===== config.mk =====
export PLATFORM = sky130hd
export DESIGN_NAME = rtc_alarm_timer
export DESIGN_NICKNAME = d
export VERILOG_FILES = /design/src/rtl/rtc_pkg.sv /design/src/rtl/rtc_counter.sv /design/src/rtl/rtc_alarm.sv /design/src/rtl/rtc_periodic.sv /design/src/rtl/rtc_alarm_timer.sv
export SDC_FILE = /design/constraint.sdc
export NUM_CORES = 1
export LEC_CHECK = 0
export BUFFER_PORTS_ARGS = -buffer_cell sky130_fd_sc_hd__buf_2
export CORE_ASPECT_RATIO = 1.4
export CORE_UTILIZATION = 24
export DETAILED_ROUTE_END_ITERATION = 10
export PLACE_DENSITY = 0.48
export RECOVER_POWER = 25
export SYNTH_ARGS = -nofsm -noshare
export SYNTH_HDL_FRONTEND = slang
export SYNTH_SLANG_ARGS = --single-unit

===== constraint.sdc =====
create_clock -name clk -period 2.3 [get_ports clk]
set_clock_uncertainty 0.15 [all_clocks]
set_input_delay 0.115 -clock clk [delete_from_list [all_inputs] [get_ports clk]]
set_output_delay 0.115 -clock clk [all_outputs]
set_load 0.02 [all_outputs]

===== src/rtl/rtc_pkg.sv =====
package rtc_pkg;
   typedef enum logic [2:0] {
      RA_CTRL    = 3'd0,
      RA_CNT_LO  = 3'd1,
      RA_CNT_HI  = 3'd2,
      RA_ALM_LO  = 3'd3,
      RA_ALM_HI  = 3'd4,
      RA_RELOAD  = 3'd5,
      RA_STATUS  = 3'd6
   } rtc_addr_e;

   localparam int CTRL_W = 5;

   // control fields, bit 0 upward
   typedef struct packed {
      logic clr;      // bit 4
      logic frz_hi;   // bit 3
      logic frz_lo;   // bit 2
      logic per_frz;  // bit 1
      logic per_en;   // bit 0
   } rtc_ctrl_t;

   localparam int NUM_IRQ  = 3;
   localparam int STAT_LSB = 29;   // tick 29, alarm 30, wrap 31
endpackage


===== src/rtl/rtc_counter.sv =====
module rtc_counter #(
   parameter int HI_W = 8,
   parameter int LO_W = 32
) (
   input  logic            clk,
   input  logic            rst_n,
   input  logic            clr_i,
   input  logic            frz_lo_i,
   input  logic            frz_hi_i,
   input  logic            ld_lo_i,
   input  logic            ld_hi_i,
   input  logic [LO_W-1:0] ld_lo_data_i,
   input  logic [HI_W-1:0] ld_hi_data_i,
   output logic [LO_W-1:0] cnt_lo_o,
   output logic [HI_W-1:0] cnt_hi_o,
   output logic            wrap_o
);
   logic lo_step, lo_carry, hi_step, full_wrap;

   initial begin
      assert (HI_W >= 1 && LO_W >= 2) else $error("rtc_counter: bad widths");
   end

   always_comb begin
      lo_step   = !frz_lo_i && !ld_lo_i;
      lo_carry  = lo_step && (&cnt_lo_o);
      hi_step   = lo_carry && !frz_hi_i && !ld_hi_i;
      full_wrap = hi_step && (&cnt_hi_o);
   end

   always_ff @(posedge clk or negedge rst_n) begin
      if (!rst_n) begin
         cnt_lo_o <= '0;
         cnt_hi_o <= '0;
         wrap_o   <= 1'b0;
      end else if (clr_i) begin
         cnt_lo_o <= '0;
         cnt_hi_o <= '0;
         wrap_o   <= 1'b0;
      end else begin
         if (ld_lo_i)      cnt_lo_o <= ld_lo_data_i;
         else if (lo_step) cnt_lo_o <= cnt_lo_o + 1'b1;
         if (ld_hi_i)      cnt_hi_o <= ld_hi_data_i;
         else if (hi_step) cnt_hi_o <= cnt_hi_o + 1'b1;
         wrap_o <= full_wrap;
      end
   end

   assert_clear_zero_R4: assert property (@(posedge clk) disable iff (!rst_n)
      clr_i |=> (cnt_lo_o == '0 && cnt_hi_o == '0));

   assert_freeze_lo_R2: assert property (@(posedge clk) disable iff (!rst_n)
      (!clr_i && frz_lo_i && !ld_lo_i && !ld_hi_i) |=> ($stable(cnt_lo_o) && $stable(cnt_hi_o)));

   assert_freeze_hi_R3: assert property (@(posedge clk) disable iff (!rst_n)
      (!clr_i && frz_hi_i && !ld_hi_i) |=> $stable(cnt_hi_o));

   assert_wrap_at_zero_R5: assert property (@(posedge clk) disable iff (!rst_n)
      wrap_o |-> (cnt_lo_o == '0 && cnt_hi_o == '0));
endmodule


===== src/rtl/rtc_alarm.sv =====
module rtc_alarm #(
   parameter int HI_W = 8,
   parameter int LO_W = 32
) (
   input  logic            clk,
   input  logic            rst_n,
   input  logic            wr_lo_i,
   input  logic            wr_hi_i,
   input  logic [LO_W-1:0] wr_lo_data_i,
   input  logic [HI_W-1:0] wr_hi_data_i,
   input  logic [LO_W-1:0] cnt_lo_i,
   input  logic [HI_W-1:0] cnt_hi_i,
   output logic [LO_W-1:0] alm_lo_o,
   output logic [HI_W-1:0] alm_hi_o,
   output logic            hit_o
);
   localparam int FULL_W = HI_W + LO_W;

   logic              equal_now;
   logic              equal_q;
   logic [FULL_W-1:0] cnt_full, alm_full;

   assign cnt_full  = {cnt_hi_i, cnt_lo_i};
   assign alm_full  = {alm_hi_o, alm_lo_o};
   assign equal_now = (cnt_full == alm_full);

   always_ff @(posedge clk or negedge rst_n) begin
      if (!rst_n) begin
         alm_lo_o <= '0;
         alm_hi_o <= '0;
         equal_q  <= 1'b1;   // count and alarm both start at zero
         hit_o    <= 1'b0;
      end else begin
         if (wr_lo_i) alm_lo_o <= wr_lo_data_i;
         if (wr_hi_i) alm_hi_o <= wr_hi_data_i;
         equal_q <= equal_now;
         hit_o   <= equal_now && !equal_q;
      end
   end

   assert_hit_on_match_R6: assert property (@(posedge clk) disable iff (!rst_n)
      hit_o |-> ($past(cnt_full) == $past(alm_full)));

   assert_hit_single_R6: assert property (@(posedge clk) disable iff (!rst_n)
      hit_o |=> !hit_o);
endmodule


===== src/rtl/rtc_periodic.sv =====
module rtc_periodic #(
   parameter int PER_W = 16
) (
   input  logic             clk,
   input  logic             rst_n,
   input  logic             en_i,
   input  logic             frz_i,
   input  logic [PER_W-1:0] reload_i,
   output logic             tick_o
);
   logic [PER_W-1:0] down_q;
   logic             run, at_zero;

   initial begin
      assert (PER_W >= 1) else $error("rtc_periodic: bad width");
   end

   assign run     = en_i && !frz_i;
   assign at_zero = (down_q == '0);

   always_ff @(posedge clk or negedge rst_n) begin
      if (!rst_n) begin
         down_q <= '0;
         tick_o <= 1'b0;
      end else begin
         tick_o <= run && at_zero;
         if (!en_i)        down_q <= reload_i;
         else if (!frz_i)  down_q <= at_zero ? reload_i : down_q - 1'b1;
      end
   end

   assert_tick_reloads_R7: assert property (@(posedge clk) disable iff (!rst_n)
      tick_o |-> (down_q == $past(reload_i)));

   assert_no_tick_idle_R8: assert property (@(posedge clk) disable iff (!rst_n)
      (!en_i || frz_i) |=> !tick_o);
endmodule


===== src/rtl/rtc_alarm_timer.sv =====
module rtc_alarm_timer #(
   parameter int HI_W  = 8,
   parameter int LO_W  = 32,
   parameter int PER_W = 16
) (
   input  logic            clk,
   input  logic            rst_n,
   input  logic            wr_en_i,
   input  logic [2:0]      addr_i,
   input  logic [LO_W-1:0] wdata_i,
   output logic [LO_W-1:0] rdata_o,
   output logic            irq_wrap_o,
   output logic            irq_alarm_o,
   output logic            irq_tick_o
);
   import rtc_pkg::*;

   initial begin
      assert (LO_W >= 32 && HI_W <= LO_W && PER_W <= LO_W)
         else $error("rtc_alarm_timer: widths out of range");
   end

   rtc_ctrl_t        ctrl_q;
   logic [PER_W-1:0] reload_q;
   logic [LO_W-1:0]  cnt_lo, alm_lo;
   logic [HI_W-1:0]  cnt_hi, alm_hi;
   logic [NUM_IRQ-1:0] irq_src, stat_q;

   logic wr_ctrl, wr_cnt_lo, wr_cnt_hi, wr_alm_lo, wr_alm_hi, wr_reload, wr_stat;

   always_comb begin
      wr_ctrl   = wr_en_i && (addr_i == RA_CTRL);
      wr_cnt_lo = wr_en_i && (addr_i == RA_CNT_LO);
      wr_cnt_hi = wr_en_i && (addr_i == RA_CNT_HI);
      wr_alm_lo = wr_en_i && (addr_i == RA_ALM_LO);
      wr_alm_hi = wr_en_i && (addr_i == RA_ALM_HI);
      wr_reload = wr_en_i && (addr_i == RA_RELOAD);
      wr_stat   = wr_en_i && (addr_i == RA_STATUS);
   end

   always_ff @(posedge clk or negedge rst_n) begin
      if (!rst_n) begin
         ctrl_q   <= '0;
         reload_q <= '0;
      end else begin
         if (wr_ctrl)   ctrl_q   <= rtc_ctrl_t'(wdata_i[CTRL_W-1:0]);
         if (wr_reload) reload_q <= wdata_i[PER_W-1:0];
      end
   end

   rtc_counter #(.HI_W(HI_W), .LO_W(LO_W)) u_count (
      .clk(clk), .rst_n(rst_n),
      .clr_i(ctrl_q.clr), .frz_lo_i(ctrl_q.frz_lo), .frz_hi_i(ctrl_q.frz_hi),
      .ld_lo_i(wr_cnt_lo), .ld_hi_i(wr_cnt_hi),
      .ld_lo_data_i(wdata_i), .ld_hi_data_i(wdata_i[HI_W-1:0]),
      .cnt_lo_o(cnt_lo), .cnt_hi_o(cnt_hi), .wrap_o(irq_wrap_o));

   rtc_alarm #(.HI_W(HI_W), .LO_W(LO_W)) u_alarm (
      .clk(clk), .rst_n(rst_n),
      .wr_lo_i(wr_alm_lo), .wr_hi_i(wr_alm_hi),
      .wr_lo_data_i(wdata_i), .wr_hi_data_i(wdata_i[HI_W-1:0]),
      .cnt_lo_i(cnt_lo), .cnt_hi_i(cnt_hi),
      .alm_lo_o(alm_lo), .alm_hi_o(alm_hi), .hit_o(irq_alarm_o));

   rtc_periodic #(.PER_W(PER_W)) u_tick (
      .clk(clk), .rst_n(rst_n),
      .en_i(ctrl_q.per_en), .frz_i(ctrl_q.per_frz), .reload_i(reload_q),
      .tick_o(irq_tick_o));

   // index 0 tick, 1 alarm, 2 wrap -> status bits 29, 30, 31
   assign irq_src = {irq_wrap_o, irq_alarm_o, irq_tick_o};

   for (genvar g = 0; g < NUM_IRQ; g++) begin : g_sticky
      always_ff @(posedge clk or negedge rst_n) begin
         if (!rst_n)                                 stat_q[g] <= 1'b0;
         else if (irq_src[g])                        stat_q[g] <= 1'b1;
         else if (wr_stat && wdata_i[STAT_LSB + g])  stat_q[g] <= 1'b0;
      end

      assert_sticky_set_R9: assert property (@(posedge clk) disable iff (!rst_n)
         irq_src[g] |=> stat_q[g]);
   end

   always_comb begin
      rdata_o = '0;
      unique case (addr_i)
         RA_CTRL:   rdata_o[CTRL_W-1:0] = ctrl_q;
         RA_CNT_LO: rdata_o = cnt_lo;
         RA_CNT_HI: rdata_o[HI_W-1:0] = cnt_hi;
         RA_ALM_LO: rdata_o = alm_lo;
         RA_ALM_HI: rdata_o[HI_W-1:0] = alm_hi;
         RA_RELOAD: rdata_o[PER_W-1:0] = reload_q;
         RA_STATUS: rdata_o[STAT_LSB +: NUM_IRQ] = stat_q;
         default:   rdata_o = '0;
      endcase
   end

   assert_irq_exclusive_wrap_R5: assert property (@(posedge clk) disable iff (!rst_n)
      irq_wrap_o |=> !irq_wrap_o);
endmodule


Word-level counts from Yosys, hierarchy flattened
Cells that the tools add are included.
- bits in registers: 124
- input bits: 38
- output and inout port bits: 35
- add/sub/neg operators: 3
- equal/unequal tests: 8
- mux-type cells: 21
- reduce and logical (&&, ||, !) cells: 33
- operators with widths (operator ; number):
    32-bit two-way mux ; 3
    16-bit two-way mux ; 3
    40-bit == test ; 1
    32-bit by 1-bit adder with 32-bit output, second input constant ; 1
    32-bit AND reduction ; 1
    5-bit one-hot mux with 6 select lines ; 1
    13-bit one-hot mux with 2 select lines ; 1
    8-bit two-way mux ; 3
    8-bit one-hot mux with 3 select lines ; 1
    1-bit logical AND ; 18
    16-bit logical NOT ; 1
    16-bit by 1-bit subtractor with 16-bit output, second input constant ; 1
    3-bit one-hot mux with 5 select lines ; 1
    3-bit == test, second input constant ; 3
    3-bit one-hot mux with 3 select lines ; 1
    8-bit by 1-bit adder with 8-bit output, second input constant ; 1
    8-bit AND reduction ; 1
    1-bit two-way mux ; 7
    3-bit by 2-bit == test with 1-bit output, second input constant ; 2
    1-bit logical NOT ; 6
    2-bit nonzero test ; 3
    3-bit nonzero test ; 2
    3-bit by 1-bit == test with 1-bit output, second input constant ; 1
    3-bit logical NOT ; 1
    2-bit != test, second input constant ; 1

Longest topological paths before layout
- depth after elaboration: 10
- gate-level depth with buffers: 9
- mapped depth without buffers: 7

Hierarchy
From an unflattened synthesis, not the netlist that was laid out.
- cells, all modules: 748
- area, all modules: 7654.8 um2
- by module, submodules not included (module ; instances ; cells an instance ; area an instance (um2)):
    rtc_counter ; 1 ; 278 ; 2496.1
    rtc_alarm ; 1 ; 142 ; 1971.9
    rtc_alarm_timer ; 1 ; 193 ; 1971.9
    rtc_periodic ; 1 ; 135 ; 1214.9

Least setup slack after synthesis
Ideal clock, no wire load.
- path type: register -> register
- start: register u_tick.down_q[7]
- end: register u_tick.down_q[4]
- arrival time: 1902 ps
- data required time: 2029 ps
- setup slack: 127 ps
- cell stages (with the launch flop): 7
- clock period less this slack: 2173 ps
- cells stage by stage: dfrtp_1 > or3_4 > or2_4 > o21a_1 > buf_2 > mux2_1 > o22a_1
- cells in the longest elaborated chain, start to end: 4
- RTL lines (item ; RTL line ; RTL):
    from (decl) ; rtc_periodic.sv:11 ; logic [PER_W-1:0] down_q;
    from (signal assigned) ; rtc_periodic.sv:27 ; if (!en_i) down_q <= reload_i;
    from (signal assigned) ; rtc_periodic.sv:28 ; else if (!frz_i) down_q <= at_zero ? reload_i : down_q - 1'b1;
    16-bit logical NOT ; rtc_periodic.sv:19 ; assign at_zero = (down_q == '0);
    16-bit two-way mux (2 in a row) ; rtc_periodic.sv:28 ;
    16-bit two-way mux ; rtc_periodic.sv:27 ;
Every way passes these cells. The select of a mux whose other input is x is not followed.
A chain may end at the register's enable or synchronous reset.

Final worst setup path
- start: register ctrl_q[0] (netlist bit)
- end: output port rdata_o[0]
- cells in the longest elaborated chain, start to end: 1
- RTL lines (item ; RTL line ; RTL):
    from (decl) ; rtc_alarm_timer.sv:23 ; rtc_ctrl_t ctrl_q;
    from (signal assigned) ; rtc_alarm_timer.sv:46 ; if (wr_ctrl) ctrl_q <= rtc_ctrl_t'(wdata_i[CTRL_W-1:0]);
    5-bit one-hot mux with 6 select lines ; rtc_alarm_timer.sv:86 ; unique case (addr_i)
    to (decl) ; rtc_alarm_timer.sv:11 ; output logic [LO_W-1:0] rdata_o,
Every way passes these cells.

==> key figures <==
Outcome
  – Result of the run: finished, final reports clean

GRT
  – Global-route wire length before repair: about 37000 um
  – GR Util All Layers: 0.160
  – Initial antenna violation count: 0
  – Largest net degree at the start of global routing: 71
  – Vias in the first global route: around 6400
  – Grt ovf: 0

Floorplan
  – DIE AREA: 31600 um2
  – Rows: 75
  – Initial Util: 0.246
  – Core area: 30200 um2
  – Overall die width: roughly 150 um
  – DIE HEIGHT: ~210 um
  – # IOs: 73

Yosys
  – Post-synthesis cell type count: between 70 and 80
  – Yosys reg bits: approximately 120
  – Commonest cells post-synth: 123 x dfrtp_1, 72 x nor2_1, 62 x mux2_2
  – Synthesized area per cell: slightly above 10 um2
  – Post-synth ARST share: 1.00
  – Synthesis Warnings: 0
  – Post-Syn Area: between 7000 and 8000 um2
  – Cell with the most instances after synthesis: dfrtp_1
  – Primary FF master, synth: dfrtp_1
  – Synth area leader: dfrtp_1
  – Cells after Synth: roughly 740
  – Post-synth EDFFs: 0
  – Post-synth top area share: 0.415
  – Top area cells in the synthesized netlist: dfrtp_1 41%, mux2_2 9.4%, xor2_1 5.5%
  – Seq/Total Area, Yosys: 0.418
  – Post-Syn Nets: 780

Worst setup path
  – CP max stage cell: dfrtp_1
  – CP arrival: 1.93 ns
  – Crit start category: flop
  – FF-to-FF setup slack: roughly 0.16 ns
  – Bufs and invs on worst path: 1
  – Crit path largest cell delay: 0.54 ns
  – Required @ worst endpoint: roughly 2.0 ns
  – CP top delay family: flip-flops
  – Worst path cell trace: nor3b_1, a31oi_1, o22a_1, o21ai_0, buf_2
  – Worst setup EP type: output port
  – Critical path class: flop to output port
  – Worst-path fanout max: 10

Clocking
  – Clock transition at path regs: approximately 0.06 ns
  – H-tree depth: 4
  – Clk sink count: between 100 and 150
  – Worst-skew pair later-pin latency: 0.43 ns
  – Clock Path Buffers: 2
  – Root buffer cell: clkbuf_16
  – Total CTS buffers: 17
  – CTS tree: yes

Hold path
  – Worst min-delay path class: input pin to asynchronous set/reset pin

Detailed routing
  – Vias/cell: about 4.8
  – Iteration-0 DRC Markers: 329
  – Drc violations: 0
  – DR WL/cell: ~19 um
  – Routed wire length: 24100 um
  – Final ANT Viol Nets: 0
  – Initial DRT Pass Iterations: 4
  – Via count: 6113

Run
  – Max cap viols: 0

Finish
  – Ant diodes: 0
  – Fillers: ~3200
  – Synthesis-to-finish area growth: 29.2%
  – Layout cells sized above 1: 0.300
  – Fin area: approximately 9600 um2
  – Nets: just over 900

Place
  – DP Area: 8600 um2
  – Detailed placer's ending HPWL: between 15000 and 20000 um
  – Worst slack, placed: 0.0264 ns
  – GP Congestion: roughly 0.8
  – I/O Buffers: a little over 70

Timing
  – Final hold vios: 0
  – Max transition margin: 0.311
  – Peak Freq: 456 MHz
  – Setup_tns: 0 ns
  – Slew @ Worst Pin: around 1.0 ns
  – Period utilisation layout: 0.953
  – Final setup vio count: 0
  – Fin worst setup slack: approximately 0.11 ns
  – RSZ-0062 raised after global routing: false
  – Pins Over Slew Limit: 0
  – Fin crit period: between 2 and 2.5 ns

Power and ir drop
  – Total Power: 8180 uW
  – Clock power share: 0.343
  – Flop pwr share: 0.387
  – Internal power: 5430 uW
  – PD cells: 853 nW/um2
  – Sw frac: 0.336
  – Logic pwr share: 0.271
  – NetSw: around 2700 uW
  – Maximum vdd drop: around 0.00055 V
  – Static Leak: between 0.004 and 0.005 uW
[cells by family after synthesis]
family | synth area share
flip-flops | 0.418
XOR/XNOR | 0.0826
AND/OR/NAND/NOR | 0.179
buffers and inverters | 0.0415
adder cells (fa/ha/maj) | 0.00674
AO/OA/AOI/OAI | 0.115
multiplexers | 0.157
[power by group through the flow]
| stage | clock [uW] | combinational [uW] | sequential [uW] |
|---|---|---|---|
| 6_report | 2800 | 2210 | 3160 |
| 5_1_grt | 2940 | 2430 | 3240 |
| 3_5_place_dp | 0 | 2190 | 3190 |
| 4_1_cts | 2860 | 2250 | 3160 |
| 2_1_floorplan | 0 | 1410 | 3030 |
| 3_3_place_gp | 0 | 2180 | 3190 |
[routing by layer]
| layer | vias to the layer above | part of all wire | GRT usage |
|---|---|---|---|
| met5 | - | 0 | 0 |
| met4 | 0 | 0.031 | 0.0676 |
| met2 | 111 | 0.53 | 0.285 |
| li1 | 2959 | - | - |
| met1 | 3010 | 0.41 | 0.186 |
| met3 | 33 | 0.027 | 0.0273 |
[area by class of cell]
class	instances	area [um2]	area share
tap	385	482	0.0502
clock inverter	14	171	0.0179
timing repair buffer	180	1300	0.135
multi-input combinational	547	4040	0.421
clock buffer	18	439	0.0458
inverter	15	56.3	0.00587
sequential	124	3100	0.324
[path summary, 6_finish.rpt]
path,start,to,depth (start not counted)
min in group clk,addr_i[0],u_count.wrap_o,5
worst max register to register,u_count.cnt_lo_o[9],u_count.cnt_hi_o[6],5
worst max-delay path,ctrl_q[0],rdata_o[0],5
worst min register to register,u_alarm.hit_o,stat_q[1],1
max in group asynchronous,rst_n,ctrl_q[3],3
worst min-delay path,rst_n,reload_q[11],2
[repair_timing]
item / CTS / global route
setup buffers: 0 / 3
setup endpoints to repair: 0 / 3
hold buffers: 35 / 0
hold endpoints to repair: 226 / 0
gates resized for setup: 0 / 4
[flip-flops by register name, summed over array words and instances, names as in the netlist]
register          count
ctrl_q                5
reload_q             16
stat_q                3
u_alarm.alm_hi_o      8
u_alarm.alm_lo_o     32
u_alarm.equal_q       1
u_alarm.hit_o         1
u_count.cnt_hi_o      8
u_count.cnt_lo_o     32
u_count.wrap_o        1
u_tick.down_q        16
u_tick.tick_o         1
[placed cells by master, fill, tap and decap left out, types with 4 or more instances in the layout]
master / synthesis / final
a211oi_1: 32 / 32
a21o_1: 4 / 4
a21oi_1: 16 / 16
a22oi_1: 8 / 8
a311oi_1: 7 / 7
and2_1: 10 / 10
and3_1: 6 / 6
buf_2: 12 / 71
buf_4: 3 / 70
clkbuf_16: 0 / 17
clkinv_4: 0 / 5
dfrtp_1: 123 / 123
dlygate4sd3_1: 0 / 35
ha_1: 4 / 4
inv_1: 15 / 15
mux2_2: 62 / 62
mux2i_1: 41 / 41
nand2_1: 44 / 43
nand3_1: 18 / 17
nand4_1: 15 / 15
nor2_1: 72 / 72
nor2b_1: 6 / 6
nor3_1: 11 / 11
nor4_1: 14 / 14
o21ai_0: 26 / 26
o21ai_1: 7 / 7
or3_1: 9 / 9
xnor2_1: 23 / 23
xor2_1: 47 / 47
[per-stage QoR]
stage                     utilization  std cells  hold slack (ns)
after floorplan                     -        738           -0.331
after global placement          0.285       1213          -0.0771
after detailed placement        0.285       1213          -0.0736
after CTS                       0.316       1280           0.0296
after global routing            0.317       1283           0.0502
final                           0.317       1283           0.0202
Note: power is estimated with default switching activity, not from simulation.
